$ cat config.mk
export PLATFORM = sky130hd
export DESIGN_NAME = snand_bulk_dma
export DESIGN_NICKNAME = d
export VERILOG_FILES = /design/src/rtl/snand_dma_pkg.sv /design/src/rtl/snand_dma_regs.sv /design/src/rtl/snand_dma_lanes.sv /design/src/rtl/snand_dma_ctrl.sv /design/src/rtl/snand_bulk_dma.sv
export SDC_FILE = /design/constraint.sdc
export NUM_CORES = 1
export LEC_CHECK = 0
export BUFFER_PORTS_ARGS = -buffer_cell sky130_fd_sc_hd__buf_2
export CELL_PAD_IN_SITES_DETAIL_PLACEMENT = 2
export CELL_PAD_IN_SITES_GLOBAL_PLACEMENT = 2
export CORE_MARGIN = 3
export CORE_UTILIZATION = 32
export DETAILED_ROUTE_END_ITERATION = 8
export PLACE_DENSITY = 0.87
export SETUP_SLACK_MARGIN = 0.1
export SYNTH_ARGS = -nofsm -noshare
export SYNTH_HDL_FRONTEND = slang
export SYNTH_SLANG_ARGS = --single-unit
$ cat constraint.sdc
create_clock -name clk -period 2.3 [get_ports clk]
set_input_delay 0.46 -clock clk [delete_from_list [all_inputs] [get_ports clk]]
set_output_delay 0.46 -clock clk [all_outputs]
set_load 0.03 [all_outputs]
$ cat src/rtl/snand_dma_pkg.sv
package snand_dma_pkg;
  localparam int RA_W = 8;
  localparam logic [RA_W-1:0] OFS_CFG   = 8'h00;
  localparam logic [RA_W-1:0] OFS_TRIG  = 8'h18;
  localparam logic [RA_W-1:0] OFS_MADDR = 8'h1C;
  localparam logic [RA_W-1:0] OFS_PEND  = 8'h20;
  localparam logic [RA_W-1:0] OFS_LEN   = 8'h24;
  localparam logic [RA_W-1:0] OFS_STAT  = 8'h40;
  localparam int IE_BIT   = 20;
  localparam int BUSY_BIT = 3;
  localparam int WID_LSB  = 28;

  typedef enum logic [2:0] {
    ST_IDLE, ST_SHIFT, ST_MWR, ST_MRD, ST_DONE
  } dma_state_e;

  typedef enum logic {
    DIR_TO_MEM   = 1'b0,
    DIR_TO_FLASH = 1'b1
  } dma_dir_e;
endpackage

$ cat src/rtl/snand_dma_regs.sv
module snand_dma_regs
  import snand_dma_pkg::*;
#(
  parameter int AW           = 32,
  parameter int LEN_W        = 12,
  parameter int MAX_TO_MEM   = 2080,
  parameter int MAX_TO_FLASH = 520
) (
  input  logic             clk,
  input  logic             rst,
  input  logic             reg_we,
  input  logic [RA_W-1:0]  reg_addr,
  input  logic [31:0]      reg_wdata,
  output logic [31:0]      reg_rdata,
  input  logic             busy,
  input  logic             done,
  output logic             start,
  output logic             start_dir,
  output logic [AW-1:0]    start_addr,
  output logic [LEN_W-1:0] start_len,
  output logic [1:0]       start_width,
  output logic             irq
);
  localparam logic [LEN_W-1:0] LIM_MEM   = LEN_W'(MAX_TO_MEM);
  localparam logic [LEN_W-1:0] LIM_FLASH = LEN_W'(MAX_TO_FLASH);

  logic             ie_q, pend_q, irq_q, start_q, dir_q;
  logic [AW-1:0]    maddr_q, saddr_q;
  logic [LEN_W-1:0] len_q, slen_q;
  logic [1:0]       wid_q, swid_q;
  logic [31:0]      rd_q, rd_d;

  logic wr_cfg, wr_trig, wr_maddr, wr_pend, wr_len, eng_busy, accept;
  logic [LEN_W-1:0] lim, clamped;

  assign wr_cfg   = reg_we && (reg_addr == OFS_CFG);
  assign wr_trig  = reg_we && (reg_addr == OFS_TRIG);
  assign wr_maddr = reg_we && (reg_addr == OFS_MADDR);
  assign wr_pend  = reg_we && (reg_addr == OFS_PEND);
  assign wr_len   = reg_we && (reg_addr == OFS_LEN);
  assign eng_busy = busy | start_q;
  assign accept   = wr_trig && !eng_busy;
  assign lim      = reg_wdata[0] ? LIM_FLASH : LIM_MEM;
  assign clamped  = (len_q > lim) ? lim : len_q;

  always_ff @(posedge clk) begin
    if (rst) begin
      ie_q    <= 1'b0;
      pend_q  <= 1'b0;
      irq_q   <= 1'b0;
      start_q <= 1'b0;
      dir_q   <= 1'b0;
      maddr_q <= '0;
      saddr_q <= '0;
      len_q   <= '0;
      slen_q  <= '0;
      wid_q   <= '0;
      swid_q  <= '0;
    end else begin
      if (wr_cfg)   ie_q    <= reg_wdata[IE_BIT];
      if (wr_maddr) maddr_q <= reg_wdata[AW-1:0];
      if (wr_len) begin
        len_q <= reg_wdata[LEN_W-1:0];
        wid_q <= reg_wdata[WID_LSB +: 2];
      end
      if (done)                         pend_q <= 1'b1;
      else if (wr_pend && reg_wdata[0]) pend_q <= 1'b0;
      irq_q   <= ie_q & pend_q;
      start_q <= accept;
      if (accept) begin
        dir_q   <= reg_wdata[0];
        saddr_q <= maddr_q;
        slen_q  <= clamped;
        swid_q  <= wid_q;
      end
    end
  end

  always_comb begin
    rd_d = '0;
    case (reg_addr)
      OFS_CFG:   rd_d[IE_BIT] = ie_q;
      OFS_MADDR: rd_d[AW-1:0] = maddr_q;
      OFS_PEND:  rd_d[0] = pend_q;
      OFS_LEN: begin
        rd_d[LEN_W-1:0]     = len_q;
        rd_d[WID_LSB +: 2]  = wid_q;
      end
      OFS_STAT:  rd_d[BUSY_BIT] = eng_busy;
      default:   rd_d = '0;
    endcase
  end

  always_ff @(posedge clk) begin
    if (rst) rd_q <= '0;
    else     rd_q <= rd_d;
  end

  assign reg_rdata   = rd_q;
  assign start       = start_q;
  assign start_dir   = dir_q;
  assign start_addr  = saddr_q;
  assign start_len   = slen_q;
  assign start_width = swid_q;
  assign irq         = irq_q;

  // a trigger seen while the engine runs never produces a start
  a_r9_trig_while_busy: assert property (@(posedge clk) disable iff (rst)
    (wr_trig && busy) |=> !start_q);
  // starts are single pulses, never back to back
  a_r9_single_start: assert property (@(posedge clk) disable iff (rst)
    start_q |=> !start_q);
  // a one written to pending clears it unless completion collides
  a_r7_w1c: assert property (@(posedge clk) disable iff (rst)
    (wr_pend && reg_wdata[0] && !done) |=> !pend_q);
  // the captured count never exceeds the larger limit
  a_r4_len_cap: assert property (@(posedge clk) disable iff (rst)
    start_q |-> (slen_q <= ((MAX_TO_MEM > MAX_TO_FLASH) ? LIM_MEM : LIM_FLASH)));
endmodule

$ cat src/rtl/snand_dma_lanes.sv
module snand_dma_lanes #(
  parameter int DW = 32,
  localparam int LANES = DW / 8,
  localparam int LB = $clog2(LANES)
) (
  input  logic             clk,
  input  logic             rst,
  input  logic             put,
  input  logic [LB-1:0]    put_lane,
  input  logic [7:0]       put_byte,
  input  logic             load,
  input  logic [DW-1:0]    load_word,
  input  logic             clr,
  input  logic [LB-1:0]    sel_lane,
  output logic [DW-1:0]    word,
  output logic [LANES-1:0] be,
  output logic [7:0]       sel_byte
);
  wire [DW-1:0]    word_w;
  wire [LANES-1:0] be_w;

  for (genvar g = 0; g < LANES; g++) begin : g_lane
    localparam int HI = DW - 1 - 8 * g;
    logic [7:0] b_q;
    logic       e_q;
    always_ff @(posedge clk) begin
      if (rst) begin
        b_q <= '0;
        e_q <= 1'b0;
      end else if (load) begin
        b_q <= load_word[HI -: 8];
        e_q <= 1'b0;
      end else if (put && (put_lane == LB'(g))) begin
        b_q <= put_byte;
        e_q <= 1'b1;
      end else if (clr) begin
        e_q <= 1'b0;
      end
    end
    assign word_w[HI -: 8]       = b_q;
    assign be_w[LANES - 1 - g]   = e_q;
  end

  always_comb begin
    sel_byte = '0;
    for (int i = 0; i < LANES; i++) begin
      if (sel_lane == LB'(i)) sel_byte = word_w[DW - 1 - 8 * i -: 8];
    end
  end

  assign word = word_w;
  assign be   = be_w;
endmodule

$ cat src/rtl/snand_dma_ctrl.sv
module snand_dma_ctrl
  import snand_dma_pkg::*;
#(
  parameter int AW      = 32,
  parameter int DW      = 32,
  parameter int LEN_W   = 12,
  parameter int LEN_CAP = 2080,
  localparam int LANES = DW / 8,
  localparam int LB = $clog2(LANES)
) (
  input  logic             clk,
  input  logic             rst,
  input  logic             start,
  input  logic             start_dir,
  input  logic [AW-1:0]    start_addr,
  input  logic [LEN_W-1:0] start_len,
  input  logic [1:0]       start_width,
  output logic             busy,
  output logic             done,
  output logic             mem_req,
  input  logic             mem_gnt,
  output logic             mem_we,
  output logic [AW-1:0]    mem_addr,
  output logic [DW-1:0]    mem_wdata,
  output logic [LANES-1:0] mem_be,
  input  logic [DW-1:0]    mem_rdata,
  output logic             sh_req,
  input  logic             sh_ack,
  output logic             sh_dir,
  output logic [1:0]       sh_width,
  output logic [7:0]       sh_txbyte,
  input  logic [7:0]       sh_rxbyte
);
  dma_state_e       st_q;
  dma_dir_e         dir_q;
  logic [LB-1:0]    lane_q;
  logic [AW-1:0]    waddr_q;
  logic [LEN_W-1:0] rem_q;
  logic [1:0]       wid_q;

  logic last_lane, last_byte, hs_sh, hs_wr, hs_rd;
  logic [DW-1:0]    buf_word;
  logic [LANES-1:0] buf_be;
  logic [7:0]       buf_sel;

  assign last_lane = (lane_q == LB'(LANES - 1));
  assign last_byte = (rem_q == LEN_W'(1));
  assign hs_sh     = (st_q == ST_SHIFT) && sh_ack;
  assign hs_wr     = (st_q == ST_MWR) && mem_gnt;
  assign hs_rd     = (st_q == ST_MRD) && mem_gnt;

  always_ff @(posedge clk) begin
    if (rst) begin
      st_q    <= ST_IDLE;
      dir_q   <= DIR_TO_MEM;
      lane_q  <= '0;
      waddr_q <= '0;
      rem_q   <= '0;
      wid_q   <= '0;
    end else begin
      case (st_q)
        ST_IDLE: if (start) begin
          dir_q   <= dma_dir_e'(start_dir);
          lane_q  <= start_addr[LB-1:0];
          waddr_q <= {start_addr[AW-1:LB], {LB{1'b0}}};
          rem_q   <= start_len;
          wid_q   <= start_width;
          if (start_len == '0)  st_q <= ST_DONE;
          else if (start_dir)   st_q <= ST_MRD;
          else                  st_q <= ST_SHIFT;
        end
        ST_SHIFT: if (sh_ack) begin
          lane_q <= lane_q + LB'(1);
          rem_q  <= rem_q - LEN_W'(1);
          if (dir_q == DIR_TO_MEM) begin
            if (last_lane || last_byte) st_q <= ST_MWR;
          end else if (last_byte) begin
            st_q <= ST_DONE;
          end else if (last_lane) begin
            waddr_q <= waddr_q + AW'(LANES);
            st_q    <= ST_MRD;
          end
        end
        ST_MWR: if (mem_gnt) begin
          waddr_q <= waddr_q + AW'(LANES);
          st_q    <= (rem_q == '0) ? ST_DONE : ST_SHIFT;
        end
        ST_MRD: if (mem_gnt) st_q <= ST_SHIFT;
        ST_DONE: st_q <= ST_IDLE;
        default: st_q <= ST_IDLE;
      endcase
    end
  end

  snand_dma_lanes #(.DW(DW)) u_lanes (
    .clk       (clk),
    .rst       (rst),
    .put       (hs_sh && (dir_q == DIR_TO_MEM)),
    .put_lane  (lane_q),
    .put_byte  (sh_rxbyte),
    .load      (hs_rd),
    .load_word (mem_rdata),
    .clr       (hs_wr),
    .sel_lane  (lane_q),
    .word      (buf_word),
    .be        (buf_be),
    .sel_byte  (buf_sel)
  );

  assign busy      = (st_q != ST_IDLE);
  assign done      = (st_q == ST_DONE);
  assign mem_req   = (st_q == ST_MWR) || (st_q == ST_MRD);
  assign mem_we    = (st_q == ST_MWR);
  assign mem_addr  = waddr_q;
  assign mem_wdata = buf_word;
  assign mem_be    = (st_q == ST_MWR) ? buf_be : {LANES{1'b1}};
  assign sh_req    = (st_q == ST_SHIFT);
  assign sh_dir    = dir_q;
  assign sh_width  = wid_q;
  assign sh_txbyte = buf_sel;

  // a stalled memory request holds every qualifier
  a_r11_mem_hold: assert property (@(posedge clk) disable iff (rst)
    (mem_req && !mem_gnt) |=> (mem_req && $stable(mem_addr) && $stable(mem_we)
                               && $stable(mem_wdata) && $stable(mem_be)));
  // a stalled shifter request holds its byte
  a_r12_sh_hold: assert property (@(posedge clk) disable iff (rst)
    (sh_req && !sh_ack) |=> (sh_req && $stable(sh_txbyte)));
  // the two sides never request together, and only while busy
  a_r6_one_side: assert property (@(posedge clk) disable iff (rst)
    !(mem_req && sh_req));
  a_r6_req_busy: assert property (@(posedge clk) disable iff (rst)
    (mem_req || sh_req) |-> busy);
  // a memory write always carries at least one enabled byte
  a_r2_be_nonzero: assert property (@(posedge clk) disable iff (rst)
    (mem_req && mem_we) |-> (mem_be != '0));
  // the remaining count stays within the largest limit
  a_r4_rem_bound: assert property (@(posedge clk) disable iff (rst)
    rem_q <= LEN_W'(LEN_CAP));
  // memory addresses stay word aligned
  a_r2_aligned: assert property (@(posedge clk) disable iff (rst)
    mem_req |-> (mem_addr[LB-1:0] == '0));
endmodule

$ cat src/rtl/snand_bulk_dma.sv
module snand_bulk_dma
  import snand_dma_pkg::*;
#(
  parameter int AW           = 32,
  parameter int DW           = 32,
  parameter int LEN_W        = 12,
  parameter int MAX_TO_MEM   = 2080,
  parameter int MAX_TO_FLASH = 520,
  localparam int LANES   = DW / 8,
  localparam int LEN_CAP = (MAX_TO_MEM > MAX_TO_FLASH) ? MAX_TO_MEM : MAX_TO_FLASH
) (
  input  logic             clk,
  input  logic             rst,
  input  logic             reg_we,
  input  logic [7:0]       reg_addr,
  input  logic [31:0]      reg_wdata,
  output logic [31:0]      reg_rdata,
  output logic             irq,
  output logic             mem_req,
  input  logic             mem_gnt,
  output logic             mem_we,
  output logic [AW-1:0]    mem_addr,
  output logic [DW-1:0]    mem_wdata,
  output logic [LANES-1:0] mem_be,
  input  logic [DW-1:0]    mem_rdata,
  output logic             sh_req,
  input  logic             sh_ack,
  output logic             sh_dir,
  output logic [1:0]       sh_width,
  output logic [7:0]       sh_txbyte,
  input  logic [7:0]       sh_rxbyte
);
  logic             busy, done, start, start_dir;
  logic [AW-1:0]    start_addr;
  logic [LEN_W-1:0] start_len;
  logic [1:0]       start_width;

  snand_dma_regs #(
    .AW(AW), .LEN_W(LEN_W), .MAX_TO_MEM(MAX_TO_MEM), .MAX_TO_FLASH(MAX_TO_FLASH)
  ) u_regs (
    .clk         (clk),
    .rst         (rst),
    .reg_we      (reg_we),
    .reg_addr    (reg_addr),
    .reg_wdata   (reg_wdata),
    .reg_rdata   (reg_rdata),
    .busy        (busy),
    .done        (done),
    .start       (start),
    .start_dir   (start_dir),
    .start_addr  (start_addr),
    .start_len   (start_len),
    .start_width (start_width),
    .irq         (irq)
  );

  snand_dma_ctrl #(
    .AW(AW), .DW(DW), .LEN_W(LEN_W), .LEN_CAP(LEN_CAP)
  ) u_ctrl (
    .clk         (clk),
    .rst         (rst),
    .start       (start),
    .start_dir   (start_dir),
    .start_addr  (start_addr),
    .start_len   (start_len),
    .start_width (start_width),
    .busy        (busy),
    .done        (done),
    .mem_req     (mem_req),
    .mem_gnt     (mem_gnt),
    .mem_we      (mem_we),
    .mem_addr    (mem_addr),
    .mem_wdata   (mem_wdata),
    .mem_be      (mem_be),
    .mem_rdata   (mem_rdata),
    .sh_req      (sh_req),
    .sh_ack      (sh_ack),
    .sh_dir      (sh_dir),
    .sh_width    (sh_width),
    .sh_txbyte   (sh_txbyte),
    .sh_rxbyte   (sh_rxbyte)
  );
endmodule

[After elaboration in Yosys (flattened, before gate mapping)]
Index checks and enable logic that the tools add are counted.
Word-level totals
  logic and storage cells: 151
  register bits: 217
  output and inout port bits: 115
  input port bits: 85
Cells by class
  reduce and logical (&&, ||, !) cells: 41
  mux-type cells: 53
  $add $sub $neg: 3
  $lt $le $gt $ge: 1
  equal/unequal tests: 22
  bitwise logic cells: 4
Operators by type and width (number)
  two-way mux 32 bit: 6
  two-way mux 8 bit: 12
  case mux 32 bit (3 select lines): 1
  two-way mux 12 bit: 4
  adder 32 x 3 -> 32 bit, second input constant: 1
  two-way mux 3 bit: 10
  zero test 12 bit: 2
  case mux 12 bit (2 select lines): 1
  nonzero test 2 bit: 10
  equality test 8 x 5 -> 1 bit, second input constant: 2
  equality test 8 x 6 -> 1 bit, second input constant: 2
  case mux 8 bit (2 select lines): 1
  logical AND 1 bit: 15
  equality test 12 x 1 -> 1 bit, second input constant: 1
  > comparator 12 bit: 1
  case mux 2 bit (2 select lines): 3
  case mux 3 bit (4 select lines): 1
  subtractor 12 x 1 -> 12 bit, second input constant: 1
  equality test 8 x 7 -> 1 bit, second input constant: 1
  zero test 8 bit: 1
  inequality test 2 bit, second input constant: 4
  two-way mux 1 bit: 7
  AND reduction 7 bit: 1
  equality test 3 x 2 -> 1 bit, second input constant: 2
  other kinds (24): 34

[Depth between registers and ports, before layout]
  depth after elaboration: 6
  gate-level depth with buffers: 10
  gate-level depth less buffers: 7

[Cells and area by module]
Synthesis repeated with hierarchy kept, for this count alone.
Second synthesis, totals
  cells, all modules: 1177
  area total of the unflattened synthesis: 9887.0 um^2
By module, submodules not included
  snand_dma_regs: seq. area each 2582.5 um^2, times used 1, area each 4530.6 um^2, cells an instance 514
  snand_dma_ctrl: seq. area each 1001.0 um^2, times used 1, area each 3303.2 um^2, cells an instance 470
  snand_dma_lanes: seq. area each 720.7 um^2, times used 1, area each 2053.2 um^2, cells an instance 193

[Least setup slack after synthesis]
OpenSTA, ideal clock, no wires.
  path kind: reg2out
  start point: register u_ctrl.st_q[0]
  end point: output mem_be[0]
  data arrival time: 1.913 ns
  path buffers: 1
  data required time: 1.840 ns
  path slack: -0.073 ns
  stages on the path, launching flop included: 4
  path through: dfxtp_1 clkbuf_1 nor3_1 nand2b_1
On the way
  longest elaborated chain between the ends: 2
RTL lines
  start: declaration: RTL line snand_dma_ctrl.sv:34  | dma_state_e st_q;
  start signal: assignment: RTL line snand_dma_ctrl.sv:86  | st_q <= (rem_q == '0) ? ST_DONE : ST_SHIFT;
  equality test 3 x 2 -> 1 bit
  named net mem_we: RTL line snand_bulk_dma.sv:21  | output logic mem_we,
  two-way mux 4 bit: RTL line snand_dma_ctrl.sv:116  | assign mem_be = (st_q == ST_MWR) ? buf_be : {LANES{1'b1}};
  end: declaration: RTL line snand_bulk_dma.sv:24  | output logic [LANES-1:0] mem_be,
The timed path passes the listed nets, and every way through them passes these cells.

[Worst setup path after layout]
  start point: register u_ctrl.lane_q[1]
  end point: output sh_txbyte[0]
On the way
  longest elaborated chain between the ends: 5
  elaborated cells between the ends (all ways): 8
RTL lines
  start: declaration: RTL line snand_dma_ctrl.sv:36  | logic [LB-1:0] lane_q;
  start signal: assignment: RTL line snand_dma_ctrl.sv:64  | lane_q <= start_addr[LB-1:0];
  start signal: assignment: RTL line snand_dma_ctrl.sv:73  | lane_q <= lane_q + LB'(1);
  zero test 2 bit: RTL line snand_dma_lanes.sv:47  | if (sel_lane == LB'(i)) sel_byte = word_w[DW - 1 - 8 * i -: 8];
  two-way mux 8 bit (3 in series): RTL line snand_dma_lanes.sv:47
  two-way mux 8 bit *: RTL line snand_dma_lanes.sv:47
  end: declaration: RTL line snand_bulk_dma.sv:30  | output logic [7:0] sh_txbyte,
Every way passes the cells marked *; elsewhere a longest branch is shown, timed or not.

==> qor.csv <==
metric,value,unit
synth_area_leader_cell,dfxtp_1,
clock-skew-final,0.0190,ns
finalHoldViolations,0,
grtUsageTotal,25.5,%
fin_nets,1515,
worst_slew_pin_slew,0.824,ns
drv_slew,0,
hold_slack,0.148,ns
cp_max_fo,6,
critical_path_class,reg -> out,
yosys-top-cells-area,"dfxtp_1, nand2_1, a21oi_1",
route.detailed.drc,0,
peakVddDrop,481,uV
drtAntennaViolNets,0,
p_leak,4.91,nW
slowest_delay,0.37,ns
synthArstFlopShare,0,%
rsz0062_at_grt,true,
viasPerCell,5.75,
cts.path.max_buffers,3,
p_per_area,678,nW/um^2
syn_inst,1205,
setup_viol,8,
die_w,180,um
fmax,411,MHz
arrival,1.98,ns
wl_per_cell,24.4,um
gp_congestion,0.839,
drt_wl_total,44500,um
cts_buffers,25,
first_pass_iters,5,
drive_gt1_share,25.3,%
power,8.50,mW
netlist.area_leader.share,44.4,%
synth_cell_types,65,
worstPathRequired,1.84,ns
diodes,0,
worstPathCellList,inv_4 -> ha_4 -> buf_6 -> nand3b_1 -> a21oi_2 -> a21oi_2 -> o21ai_1 -> buf_4,
critPathTopFamily,flip-flops,
crit_path_start_kind,flop,
layout_min_cycle_time,2.44,ns
vias,10500,
hold_path_class,in -> reg,
violations,negative setup slack,
htreeDepth,1,
root_buffer,clkbuf_16,
dp_hpwl,27800,um
synth_seq_cells,215,
ctsHoldBuffers,0,
first_global_vias,11300,
drt_iter0_markers,806,
postLayoutCoreUtil,42.2,%
path_common_cell,a21oi_2,
syn_to_final_growth,29.5,%
period_share,106,%
core_area,29700,sq um
io_buffer_count,197,
die_area,32400,sq um
yosysSeqAreaShare,44.4,%
clock_sinks,215,
syn_area,9690,sq um
yosys_warnings,0,
crit_buf_inv,3,
grt_overflow,0,
slew_headroom,44.7,%
synth_top_flop_cell,dfxtp_1,
initial_utilization,32.6,%
grt_pass1_wl,67400,um
syn_area_per_cell,8.04,sq um
dpl-instance-area,11200,sq um
worst_slack,-0.136,ns
ioPinCount,200,
synth_edf_count,0,
die_y,180,um
stdcell_area,12500,sq um
post-synth-top-count-cell,nand2_1,
dp_slack,0.0402,ns
antenna_found_initial,0,
grt_max_degree,45,
cts_tree,yes,
drv_cap,0,
critPathSlowestCell,dfxtp_4,
clkTransAtPathRegs,0.07,ns
row_count,63,
synth_common_cells,"nand2_1, dfxtp_1, a21oi_1",
crit_path_end_kind,output pin,
status,"complete, but fails checks",
worst_skew_pair.late_latency,0.55,ns
[metrics by stage]
step                      TNS [ns]  std cells
after global placement           0       1761
after CTS                   -0.744       1816
after floorplan                  0       1206
final                       -0.742       1827
after detailed placement         0       1761
after global routing         -1.42       1827
[registers in the layout (all words and copies together) (netlist names), 2 cells and up]
| name | flops |
|---|---|
| u_regs.start_width | 2 |
| u_regs.start_len | 12 |
| u_regs.len_q | 12 |
| u_ctrl.rem_q | 12 |
| u_regs.start_addr | 32 |
| u_regs.reg_rdata | 32 |
| u_ctrl.u_lanes.g_lane.e_q | 4 |
| u_ctrl.u_lanes.g_lane.b_q | 32 |
| u_ctrl.lane_q | 2 |
| u_regs.wid_q | 2 |
| u_ctrl.mem_addr | 30 |
| u_regs.maddr_q | 32 |
| u_ctrl.sh_width | 2 |
| u_ctrl.st_q | 3 |
[metal layers]
layer | wire length, um | GRT usage, % | vias to the layer above
met5 | 0 | 0 | -
li1 | - | - | 4702
met2 | 21700 | 44.6 | 411
met4 | 1450 | 6.75 | 0
met1 | 18300 | 31.9 | 5284
met3 | 2990 | 5.34 | 111
[where the power goes]
group | internal, mW | total (mW) | switching, mW
Sequential | 3.72 | 3.72 | 0.00188
Combinational | 0.0791 | 0.230 | 0.151
Clock | 2.78 | 4.55 | 1.76
Total | 6.58 | 8.50 | 1.91
[layout make-up]
cell class	instances	area, sq um
Fill cell	3313	17200
Clock inverter	15	244
Timing Repair Buffer	274	1710
Multi-Input combinational cell	884	5030
Tap cell	390	488
Inverter	18	80.1
Clock buffer	31	678
Sequential cell	215	4310
[repair_timing]
action / in CTS / in global routing
resized for setup: 43 / 33
setup endpoints to repair: 22 / 29
cloned: 1 / 2
setup buffers: 8 / 9
pin swaps: 10 / 10
[worst min-delay path: cells and delay by family]
kind	cells	cell delay, ns
AO/OA/AOI/OAI	1	0.05
buffers and inverters	1	0.10
AND/OR/NAND/NOR	1	0.05
[logic make-up (layout without fill, tap and decap cells)]
logic type,count (synthesis),in the layout,share of synthesized area [%]
multiplexers,22,22,2.31
XOR/XNOR,1,1,0.0904
buffers and inverters,108,338,4.90
AO/OA/AOI/OAI,317,317,21.3
AND/OR/NAND/NOR,529,530,25.4
adder cells (fa/ha/maj),12,12,1.55
other,1,2,0.0387
flip-flops,215,215,44.4
[cells in the final DEF (no fill, tap or decap), types with 4 or more instances in the layout]
| master | netlist | routed |
|---|---|---|
| nand2_1 | 243 | 241 |
| dfxtp_1 | 215 | 212 |
| buf_2 | 19 | 184 |
| a21oi_1 | 131 | 124 |
| nor2_1 | 106 | 106 |
| buf_4 | 4 | 72 |
| o21ai_0 | 48 | 40 |
| nand3_1 | 37 | 37 |
| a311oi_1 | 35 | 35 |
| clkbuf_16 | 0 | 26 |
| and2_1 | 23 | 23 |
| mux2i_1 | 19 | 19 |
| nand4_1 | 17 | 17 |
| inv_1 | 17 | 14 |
| a22o_1 | 14 | 14 |
| nor3_1 | 14 | 13 |
| buf_6 | 4 | 13 |
| nor2b_1 | 12 | 12 |
| nand3b_1 | 12 | 12 |
| nor4_1 | 14 | 11 |
| a31oi_1 | 11 | 11 |
| nand2b_1 | 10 | 10 |
| or3_1 | 10 | 10 |
| a21o_1 | 9 | 9 |
| o21ai_1 | 0 | 8 |
| and4_1 | 8 | 8 |
| ha_1 | 12 | 8 |
| a21oi_2 | 0 | 7 |
| o211ai_1 | 7 | 7 |
| a22oi_1 | 7 | 7 |
| clkinv_2 | 0 | 7 |
| a211oi_1 | 6 | 6 |
| o31ai_1 | 6 | 6 |
| a32oi_1 | 6 | 6 |
| bufinv_16 | 0 | 6 |
| o32ai_1 | 5 | 5 |
| nor3b_1 | 5 | 5 |
| or4_1 | 4 | 4 |
[worst paths after layout]
path,endpoint,slack (ns),cells past startpoint,startpoint
setup / recovery,sh_txbyte[0],-0.14,8,u_ctrl.lane_q[1]
hold / removal,u_regs.maddr_q[18],0.15,3,reg_wdata[18]
setup reg to reg,u_ctrl.mem_addr[20],0.16,8,u_ctrl.lane_q[1]
hold reg to reg,u_regs.start_addr[31],0.47,2,u_regs.start_addr[31]
Power figures use the tool's default switching activity.
